<file path="src/rtl/dma_seq_pkg.sv">
package dma_seq_pkg;
    localparam int DATA_W      = 32;
    localparam int CFG_W       = 32;
    // bit positions of the configuration word; software depends on them
    localparam int CFG_VALID   = 0;
    localparam int CFG_RELOAD  = 1;
    localparam int CFG_SWTRIG  = 2;
    localparam int CFG_CLRTRIG = 3;
    localparam int CFG_IRQA    = 4;
    localparam int CFG_IRQB    = 5;
    localparam int CFG_WID_LO  = 8;
    localparam int CFG_SRC_LO  = 12;
    localparam int CFG_DST_LO  = 14;
    localparam int CFG_CNT_LO  = 16;
    localparam int CFG_CNT_W   = 10;

    localparam logic [1:0] SEL_CFG   = 2'd0;
    localparam logic [1:0] SEL_SRC   = 2'd1;
    localparam logic [1:0] SEL_DST   = 2'd2;
    localparam logic [1:0] SEL_FLAGS = 2'd3;

    localparam logic [1:0] WID_RSVD  = 2'd3;

    typedef enum logic [1:0] {
        ST_IDLE   = 2'd0,
        ST_READ   = 2'd1,
        ST_WRITE  = 2'd2,
        ST_RELOAD = 2'd3
    } seq_state_t;
endpackage

</file>
<file path="src/rtl/dma_seq_addr.sv">
module dma_seq_addr #(
    parameter int AW = 32
) (
    input  logic          clk,
    input  logic          rst_n,
    input  logic          load,
    input  logic [AW-1:0] load_val,
    input  logic          step,
    input  logic [1:0]    width_code,
    input  logic [1:0]    stride_code,
    output logic [AW-1:0] addr
);
    logic [AW-1:0] unit;
    logic [AW-1:0] inc;

    always_comb begin
        unit = AW'(1) << width_code;
        if (stride_code == 2'd0) inc = '0;
        else                     inc = unit << (stride_code - 2'd1);
    end

    always_ff @(posedge clk or negedge rst_n) begin
        if (!rst_n)    addr <= '0;
        else if (load) addr <= load_val;
        else if (step) addr <= addr + inc;
    end

    // one element moves the pointer by exactly the stride
    p_stride_r5: assert property (@(posedge clk) disable iff (!rst_n)
        (step && !load) |=> (addr == $past(addr) + $past(inc)));
endmodule

</file>
<file path="src/rtl/dma_seq_fsm.sv">
module dma_seq_fsm
    import dma_seq_pkg::*;
(
    input  logic              clk,
    input  logic              rst_n,
    input  logic              start_ok,
    input  logic              last_elem,
    input  logic              reload_en,
    input  logic              rd_ack,
    input  logic [DATA_W-1:0] rd_data,
    input  logic              wr_ack,
    input  logic              reload_ack,
    output logic              rd_req,
    output logic              wr_req,
    output logic              reload_req,
    output logic [DATA_W-1:0] wr_data,
    output logic              elem_done,
    output logic              exhaust,
    output logic              busy
);
    seq_state_t state, state_nx;
    logic [DATA_W-1:0] data_q;

    always_comb begin
        state_nx = state;
        unique case (state)
            ST_IDLE:   if (start_ok) state_nx = ST_READ;
            ST_READ:   if (rd_ack)   state_nx = ST_WRITE;
            ST_WRITE:  if (wr_ack) begin
                           if (!last_elem)    state_nx = ST_READ;
                           else if (reload_en) state_nx = ST_RELOAD;
                           else               state_nx = ST_IDLE;
                       end
            ST_RELOAD: if (reload_ack) state_nx = ST_IDLE;
            default:   state_nx = ST_IDLE;
        endcase
    end

    always_ff @(posedge clk or negedge rst_n) begin
        if (!rst_n) state <= ST_IDLE;
        else        state <= state_nx;
    end

    always_ff @(posedge clk or negedge rst_n) begin
        if (!rst_n)                          data_q <= '0;
        else if (state == ST_READ && rd_ack) data_q <= rd_data;
    end

    always_comb begin
        rd_req     = 1'b0;
        wr_req     = 1'b0;
        reload_req = 1'b0;
        elem_done  = 1'b0;
        unique case (state)
            ST_IDLE:   ;
            ST_READ:   rd_req = 1'b1;
            ST_WRITE:  begin
                           wr_req    = 1'b1;
                           elem_done = wr_ack;
                       end
            ST_RELOAD: reload_req = 1'b1;
            default:   ;
        endcase
        exhaust = elem_done && last_elem;
        busy    = (state != ST_IDLE);
        wr_data = data_q;
    end

    // the two bus requests never overlap
    p_req_excl_r4: assert property (@(posedge clk) disable iff (!rst_n)
        !(rd_req && wr_req));
    // a read request is held until acknowledged
    p_rd_hold_r4: assert property (@(posedge clk) disable iff (!rst_n)
        (rd_req && !rd_ack) |=> rd_req);
    // a write follows every acknowledged read
    p_rd_to_wr_r4: assert property (@(posedge clk) disable iff (!rst_n)
        (rd_req && rd_ack) |=> wr_req);
    // reload request is held until acknowledged
    p_reload_hold_r10: assert property (@(posedge clk) disable iff (!rst_n)
        (reload_req && !reload_ack) |=> reload_req);
endmodule

</file>
<file path="src/rtl/dma_chan_seq.sv">
module dma_chan_seq
    import dma_seq_pkg::*;
#(
    parameter int AW = 32
) (
    input  logic          clk,
    input  logic          rst_n,
    input  logic          reg_wr,
    input  logic [1:0]    reg_sel,
    input  logic [31:0]   reg_wdata,
    output logic [31:0]   cfg_word,
    input  logic          hw_trig,
    output logic          trig_pending,
    output logic          busy,
    output logic          irq_a,
    output logic          irq_b,
    output logic          rd_req,
    output logic [AW-1:0] rd_addr,
    output logic [1:0]    rd_size,
    input  logic          rd_ack,
    input  logic [31:0]   rd_data,
    output logic          wr_req,
    output logic [AW-1:0] wr_addr,
    output logic [1:0]    wr_size,
    output logic [31:0]   wr_data,
    input  logic          wr_ack,
    output logic          reload_req,
    input  logic          reload_ack,
    input  logic [31:0]   reload_cfg,
    input  logic [AW-1:0] reload_src,
    input  logic [AW-1:0] reload_dst
);
    localparam int LANES = 2;

    logic [CFG_W-1:0]     cfg_q;
    logic                 trig_q;
    logic                 flag_a_q, flag_b_q;
    logic                 elem_done, exhaust, start_ok, last_elem, reload_load;
    logic                 cfg_wr, flag_wr, trig_set, trig_clr;
    logic [CFG_CNT_W-1:0] cnt;
    logic [1:0]           width_code;
    logic [LANES-1:0]            lane_load;
    logic [LANES-1:0][AW-1:0]    lane_val;
    logic [LANES-1:0][AW-1:0]    lane_addr;
    logic [LANES-1:0][AW-1:0]    lane_reload;
    logic [LANES-1:0][1:0]       lane_stride;

    assign cnt        = cfg_q[CFG_CNT_LO +: CFG_CNT_W];
    assign width_code = cfg_q[CFG_WID_LO +: 2];
    assign last_elem  = (cnt == '0);
    assign start_ok   = cfg_q[CFG_VALID] && trig_q && (width_code != WID_RSVD);
    assign cfg_wr     = reg_wr && (reg_sel == SEL_CFG);
    assign flag_wr    = reg_wr && (reg_sel == SEL_FLAGS);
    assign reload_load = reload_req && reload_ack;

    dma_seq_fsm u_fsm (
        .clk        (clk),
        .rst_n      (rst_n),
        .start_ok   (start_ok),
        .last_elem  (last_elem),
        .reload_en  (cfg_q[CFG_RELOAD]),
        .rd_ack     (rd_ack),
        .rd_data    (rd_data),
        .wr_ack     (wr_ack),
        .reload_ack (reload_ack),
        .rd_req     (rd_req),
        .wr_req     (wr_req),
        .reload_req (reload_req),
        .wr_data    (wr_data),
        .elem_done  (elem_done),
        .exhaust    (exhaust),
        .busy       (busy)
    );

    // configuration word: reload load, then in-place count, then software
    always_ff @(posedge clk or negedge rst_n) begin
        if (!rst_n) begin
            cfg_q <= '0;
        end else if (reload_load) begin
            cfg_q <= reload_cfg;
        end else if (elem_done) begin
            if (exhaust) begin
                cfg_q[CFG_CNT_LO +: CFG_CNT_W] <= '1;
                if (!cfg_q[CFG_RELOAD]) cfg_q[CFG_VALID] <= 1'b0;
            end else begin
                cfg_q[CFG_CNT_LO +: CFG_CNT_W] <= cnt - CFG_CNT_W'(1);
            end
        end else if (cfg_wr && !busy) begin
            cfg_q <= reg_wdata;
        end
    end

    // trigger: any set source wins over the exhaustion clear
    assign trig_set = hw_trig
                    || (cfg_wr && reg_wdata[CFG_SWTRIG])
                    || (reload_load && reload_cfg[CFG_SWTRIG]);
    assign trig_clr = exhaust && cfg_q[CFG_CLRTRIG];

    always_ff @(posedge clk or negedge rst_n) begin
        if (!rst_n) trig_q <= 1'b0;
        else        trig_q <= (trig_q && !trig_clr) || trig_set;
    end

    // sticky flags: exhaustion set wins over a same-cycle clear
    always_ff @(posedge clk or negedge rst_n) begin
        if (!rst_n) begin
            flag_a_q <= 1'b0;
            flag_b_q <= 1'b0;
        end else begin
            if (exhaust && cfg_q[CFG_IRQA])    flag_a_q <= 1'b1;
            else if (flag_wr && reg_wdata[0])  flag_a_q <= 1'b0;
            if (exhaust && cfg_q[CFG_IRQB])    flag_b_q <= 1'b1;
            else if (flag_wr && reg_wdata[1])  flag_b_q <= 1'b0;
        end
    end

    assign lane_reload[0] = reload_src;
    assign lane_reload[1] = reload_dst;

    for (genvar g = 0; g < LANES; g++) begin : g_lane
        localparam logic [1:0] LANE_SEL = (g == 0) ? SEL_SRC : SEL_DST;
        assign lane_load[g]   = reload_load || (reg_wr && !busy && reg_sel == LANE_SEL);
        assign lane_val[g]    = reload_load ? lane_reload[g] : AW'(reg_wdata);
        assign lane_stride[g] = cfg_q[CFG_SRC_LO + 2*g +: 2];

        dma_seq_addr #(.AW(AW)) u_addr (
            .clk         (clk),
            .rst_n       (rst_n),
            .load        (lane_load[g]),
            .load_val    (lane_val[g]),
            .step        (elem_done),
            .width_code  (width_code),
            .stride_code (lane_stride[g]),
            .addr        (lane_addr[g])
        );
    end

    assign rd_addr      = lane_addr[0];
    assign wr_addr      = lane_addr[1];
    assign rd_size      = width_code;
    assign wr_size      = width_code;
    assign cfg_word     = cfg_q;
    assign trig_pending = trig_q;
    assign irq_a        = flag_a_q;
    assign irq_b        = flag_b_q;

    // a transfer only begins from a valid, triggered, legal-width word
    p_start_r2: assert property (@(posedge clk) disable iff (!rst_n)
        $rose(busy) |-> $past(cfg_q[CFG_VALID] && trig_q && (width_code != WID_RSVD)));
    // count decrements in place after a non-final element
    p_count_dec_r6: assert property (@(posedge clk) disable iff (!rst_n)
        (elem_done && !last_elem) |=>
        (cfg_q[CFG_CNT_LO +: CFG_CNT_W] == $past(cnt) - CFG_CNT_W'(1)));
    // count wraps to all ones at exhaustion
    p_count_wrap_r6: assert property (@(posedge clk) disable iff (!rst_n)
        exhaust |=> (cfg_q[CFG_CNT_LO +: CFG_CNT_W] == '1));
    // valid bit drops at exhaustion without reload
    p_valid_clr_r7: assert property (@(posedge clk) disable iff (!rst_n)
        (exhaust && !cfg_q[CFG_RELOAD]) |=> !cfg_q[CFG_VALID]);
    // flag A holds until explicitly cleared
    p_irq_sticky_r8: assert property (@(posedge clk) disable iff (!rst_n)
        (flag_a_q && !(flag_wr && reg_wdata[0])) |=> flag_a_q);
    // clear-on-exhaustion drops the trigger when nothing sets it
    p_trig_clr_r9: assert property (@(posedge clk) disable iff (!rst_n)
        (exhaust && cfg_q[CFG_CLRTRIG] && !hw_trig && !cfg_wr) |=> !trig_q);
    // the word is untouched by software while a transfer runs
    p_busy_cfg_r11: assert property (@(posedge clk) disable iff (!rst_n)
        (busy && !elem_done && !reload_load) |=> $stable(cfg_q));
endmodule

</file>
<file path="config.mk">
export PLATFORM = sky130hd
export DESIGN_NAME = dma_chan_seq
export DESIGN_NICKNAME = d
export VERILOG_FILES = /design/src/rtl/dma_seq_pkg.sv /design/src/rtl/dma_seq_addr.sv /design/src/rtl/dma_seq_fsm.sv /design/src/rtl/dma_chan_seq.sv
export SDC_FILE = /design/constraint.sdc
export NUM_CORES = 1
export LEC_CHECK = 0
export ABC_AREA = 1
export BUFFER_PORTS_ARGS = -buffer_cell sky130_fd_sc_hd__buf_4
export CAP_MARGIN = 20
export CELL_PAD_IN_SITES_DETAIL_PLACEMENT = 0
export CELL_PAD_IN_SITES_GLOBAL_PLACEMENT = 1
export CORE_MARGIN = 2
export CORE_UTILIZATION = 38
export CTS_CLUSTER_DIAMETER = 80
export DETAILED_ROUTE_END_ITERATION = 10
export HOLD_SLACK_MARGIN = 0.1
export PLACE_DENSITY = 0.94
export SYNTH_ARGS = -nofsm -noshare
export SYNTH_HDL_FRONTEND = slang
export SYNTH_HIERARCHICAL = 1
export SYNTH_SLANG_ARGS = --single-unit
</file>
<file path="constraint.sdc">
create_clock -name clk -period 5.5 [get_ports clk]
set_clock_uncertainty 0.15 [all_clocks]
set_input_delay 1.1 -clock clk [delete_from_list [all_inputs] [get_ports clk]]
set_output_delay 1.1 -clock clk [all_outputs]
set_load 0.02 [all_outputs]
</file>
# --- Yosys cells after proc, flatten, opt, wreduce, memory -nomap -nowiden ---
# Cells that the tools add are included.
classes:
  n_addsub: 5
  n_shift: 3
  n_reduce_logical: 41
  mux: 32
  n_eq_ne: 14
op_table:
  columns: ["cell", "count"]
  rows:
  - ["two-way mux 32 bit", 10]
  - ["adder 32 bit", 2]
  - ["left shift 32 x 2 -> 32 bit", 2]
  - ["left shift 1 x 2 -> 32 bit, first input constant", 1]
  - ["two-way mux 10 bit", 2]
  - ["logical AND 1 bit", 19]
  - ["two-way mux 15 bit", 1]
  - ["two-way mux 2 bit", 6]
  - ["nonzero test 2 bit", 6]
  - ["two-way mux 1 bit", 11]
  - ["zero test 10 bit", 1]
  - ["!= test 2 bit, second input constant", 5]
  - ["subtractor 10 x 1 -> 10 bit, second input constant", 1]
  - ["== test 2 bit, second input constant", 4]
  - ["zero test 2 bit", 4]
  - ["case mux 2 bit (4 select lines)", 1]
  - ["two-way mux 6 bit", 1]
  - ["logical OR 1 bit", 5]
  - ["== test 2 x 1 -> 1 bit, second input constant", 2]
  - ["AND reduction 4 bit", 1]
  - ["subtractor 2 x 1 -> 2 bit, second input constant", 2]
  - ["!= test 3 x 1 -> 1 bit, second input constant", 1]
  - ["!= test 3 x 2 -> 1 bit, second input constant", 1]
  - ["AND reduction 3 bit", 1]
  - ["4 further kinds", 5]
word_totals:
  word_cells: 105
  register_bits: 133
  inputBits: 169
  out_inout_bits: 139

# --- Depth between registers and ports, before layout ---
logic_depth:
  depth_word: 7
  ltp_mapped: 17
  mapped_depth_nobuf: 17

# --- By module ---
# The synthesis kept the hierarchy.
by_module_without_submodules:
  columns: ["module", "seq_area_each_um2", "cells_each", "instances", "area_each_um2"]
  rows:
  - ["dma_seq_addr", 800.8, 400, 2, 2613.8]
  - ["dma_chan_seq", 875.8, 423, 1, 2527.4]
  - ["dma_seq_fsm", 850.8, 173, 1, 1534.0]

# --- Worst setup path before layout ---
# OpenSTA, ideal clock, no wires.
synth_timing:
  path_type: "input-to-reg"
  start: "input wr_ack"
  end: "register g_lane[0].u_addr.addr[6]"
  arrival_time_ns: 2.443
  setup_ns: 0.066
  stages: 8
  required_time_ns: 5.284
  n_path_buf: 0
  slack_ns: 2.841
  cell_sequence: "inv_1 -> nor3_1 -> inv_1 -> nor2_2 -> inv_1 -> a21oi_1 -> o21ai_0 -> nand2_1"
synth_between:
  elab_chain_cells: 2
synth_rtl:
  columns: ["element", "line_no", "text"]
  rows:
  - ["from (decl)", "dma_chan_seq.sv:26", "input logic wr_ack,"]
  - ["two-way mux 1 bit", "dma_seq_fsm.sv:54", "unique case (state)"]
  - ["net elem_done", "dma_chan_seq.sv:38", "logic elem_done, exhaust, start_ok, last_elem, reload_load;"]
  - ["nonzero test 2 bit (no source line)", null, null]
  - ["to (signal assigned)", "dma_seq_addr.sv:24", "else if (load) addr <= load_val;"]
  - ["to (signal assigned)", "dma_seq_addr.sv:25", "else if (step) addr <= addr + inc;"]
  - ["to (decl)", "dma_seq_addr.sv:11", "output logic [AW-1:0] addr"]
# The timed path passes the listed nets, and every way through them passes these cells.
# A chain may end at the register's enable or synchronous reset.

# --- Worst setup path in the final report ---
layout_timing:
  start: "input reload_ack"
  end: "register g_lane[0].u_addr.addr[6]"
layout_between:
  elab_chain_cells: 3
  word_cells_on_any_way: 5
  cone_classes: "mux: 2; reduce/logical: 3"
layout_rtl:
  columns: ["element", "line_no", "text"]
  rows:
  - ["from (decl)", "dma_chan_seq.sv:28", "input logic reload_ack,"]
  - ["logical AND 1 bit *", "dma_chan_seq.sv:54", "assign reload_load = reload_req && reload_ack;"]
  - ["logical OR 1 bit *", "dma_chan_seq.sv:122", "assign lane_load[g] = reload_load || (reg_wr && !busy && reg_sel == LANE_SEL);"]
  - ["net lane_load[0]", "dma_chan_seq.sv:42", "logic [LANES-1:0] lane_load;"]
  - ["two-way mux 32 bit or nonzero test 2 bit (tied branches)", null, null]
# Mark *: on every way through the listed nets, which the timed path passes. The rest lies on a longest branch.

==> results_dict.tcl <==
set metrics [dict create \
    outcome "completed" \
    overflow 0 \
    postCtsSetupBuffers 0 \
    grt_use_total_pct 28.3 \
    grt_pass1_wl_microns 56500 \
    p_clk_share_pct 16.6 \
    insertion_delay_ns 0.43 \
    nets 1868 \
    pwr_density_cell_nw_per_um2 568 \
    fmax_mhz 314 \
    clock_path_buffers 2 \
    period_needed_ns 3.19 \
    synth_seq_cells 133 \
    crit_path_start "reload_ack" \
    drive_above_1_share_pct 24.5 \
    fillCellCount 2396 \
    worstPathMaxFanout 34 \
    critPathTopFamily "buffers and inverters" \
    path_cells "buf_4, nand2_1, buf_4, o41ai_2, buf_4, nor2_2, buf_4, inv_1, a21oi_1, o21ai_0, nand2_1" \
    start_util_pct 38.4 \
    root_buffer "clkbuf_16" \
    seq_area_frac_synth_pct 35.8 \
    p_sw_share_pct 49.8 \
    row_count 57 \
    maxCapViolCount 0 \
    hold_class "reg2reg" \
    cts_sinks 133 \
    numCtsBuffers 17 \
    setup_viol 0 \
    placed_area_sq_um 11800 \
    synthToLayoutAreaGrowth_pct 33.1 \
    syn_inst 1396 \
    path_class "in2reg" \
    vias_per_cell 5.24 \
    first_pass_iters 5 \
    worst_pin_slew_ns 1.01 \
    crit_top_cell "buf_4" \
    p_sw_mw 3.50 \
    drv_slew 0 \
    cts_tree "built" \
    seq_power_share_pct 29.4 \
    pin_count 308 \
    syn_nets 1584 \
    postRouteAntennaNets 0 \
    p_int_mw 3.53 \
    endpoint_kind "flop" \
    h-tree-depth 4 \
    power_frac_comb_pct 54.0 \
    grt_max_degree 102 \
    syn_area_per_cell_sq_um 6.65 \
    wl_per_cell_microns 18.4 \
    grt_pass1_vias 9956 \
    cp_num_buf_inv 5 \
    port-buffer-count 307 \
    die_w_microns 160 \
    gp_congestion 0.917 \
    syn_area_sq_um 9290 \
    place_hpwl_microns 28400 \
    yosysWarnings 6 \
    clkTransAtPathRegs_ns 0.06 \
    peakVddDrop_v 0.000274 \
    hold_buffers 0 \
    tns_ns 0 \
    crit_required_ns 5.72 \
    rsz0062_at_grt "false" \
    post-route-period-util_pct 58.0 \
    relSlewSlack_pct 32.4 \
    setup.worst_path.start_class "input port" \
    die_area_sq_um 25700 \
    leakage_nw 6.46 \
    antenna_cells 0 \
    max_stage_delay_ns 0.42 \
    final_common_cell "nand2_1" \
    crit_arrival_ns 3.41 \
    cts_resized 0 \
    reg2reg_from "u_fsm/state[0]" \
    vias 10600 \
    drc 0 \
    ys_types 36 \
    hold_violations 0 \
    final_area_sq_um 12400 \
    hold_start "u_fsm/wr_data[12]" \
    multi_input_area_sq_um 5190 \
    ff_latch_area_sq_um 3330 \
    coreArea_sq_um 24200 \
    final_cell_mix "553 x nand2_1, 316 x buf_4, 154 x nand3_1" \
    antenna_found_initial 2 \
    wl_microns 37000 \
    slowest_stage "buf_4" \
    drt_iter0_markers 880 \
    fp.dieH_microns 160 \
]
## flip-flops by register name, indices dropped and copies added, names as in the netlist
register and flops:
trig_pending 1, g_lane.u_addr/addr 64, u_fsm/wr_data 32, u_fsm/state 2
irq_b 1, cfg_word 32, irq_a 1
## per-layer routing
layer  vias up  track usage, %  wire length [microns]
met5         -               0                     13
met4         2            10.4                   1180
met3        53            7.21                   3300
met2       502            46.0                  17000
met1      4912            36.5                  15500
li1       5095               -                      -
## cell type report
| cell class | count | area share, % |
|---|---|---|
| clock buffers | 18 | 3.55 |
| clock inverters | 14 | 1.14 |
| multi-input cells | 1083 | 41.9 |
| inverters | 128 | 3.90 |
| well taps | 324 | 3.28 |
| flip-flops and latches | 133 | 26.9 |
| repair buffers | 317 | 19.3 |
## cell families (layout without fill, tap and decap cells)
family	after synthesis	after routing	synth area share, %
xor gates and xnor gates	13	13	1.23
AOI/OAI and AO/OA	153	153	10.6
adders and majority gates	19	19	2.72
and+or+nand+nor	898	898	41.2
buffers and inverters	180	477	8.46
DFF	133	133	35.8
## power groups by stage
stage | combinational (mW) | sequential (mW) | clock [mW]
after CTS | 3.80 | 2.06 | 1.18
after global routing | 4.18 | 2.13 | 1.22
final | 3.80 | 2.07 | 1.16
after global placement | 3.73 | 2.06 | 0
after detailed placement | 3.80 | 2.07 | 0
after floorplan | 1.95 | 2.38 | 0
## cells in the mapped netlist, drive strengths merged
master / count / share of area (%)
a21oi: 13 / 0.70
o21bai: 8 / 0.65
buf: 38 / 2.7
nand4: 14 / 0.94
ha: 17 / 2.3
nand3: 154 / 8.3
clkbuf: 14 / 0.57
dfrtp: 133 / 36
xor2: 3 / 0.28
and2: 6 / 0.40
o22ai: 6 / 0.40
nor3: 5 / 0.38
a22oi: 57 / 4.6
nand3b: 7 / 0.57
nor2: 121 / 5.4
or2: 2 / 0.13
o41ai: 1 / 0.094
o21ai: 39 / 2.1
xnor2: 10 / 0.94
inv: 128 / 5.2
nand2: 588 / 25
fa: 2 / 0.43
o211ai: 6 / 0.48
and3: 1 / 0.067
a31oi: 23 / 1.5
## per-stage QoR
step	total power, mW	utilization (%)	worst slack [ns]	hold WS [ns]	instances
floorplan	4.33	-	2.84	0.426	1396
global placement	5.79	48.8	1.99	0.307	1985
detailed placement	5.86	48.8	1.93	0.311	1985
CTS	7.03	51.2	2.37	0.325	2017
global route	7.53	51.2	2.17	0.357	2017
finish	7.03	51.2	2.31	0.327	2017
## final timing paths
| check | to | slack (ns) | cells after the start |
|---|---|---|---|
| setup / recovery | g_lane[0].u_addr/addr[6] | 2.31 | 11 |
| hold / removal | u_fsm/wr_data[12] | 0.33 | 2 |
| min in group asynchronous | cfg_word[19] | 0.65 | 1 |
| setup reg to reg | g_lane[0].u_addr/addr[6] | 2.39 | 12 |
| max in group asynchronous | g_lane[0].u_addr/addr[31] | 3.44 | 2 |
| hold reg to reg | u_fsm/wr_data[12] | 0.33 | 2 |
## tightest hold or removal path, stage by stage (launching register included)
cell and delay [ns]:
dfrtp_1 0.34, nand2_1 0.05, nand2_1 0.05
(Power assumes the default switching activity.)
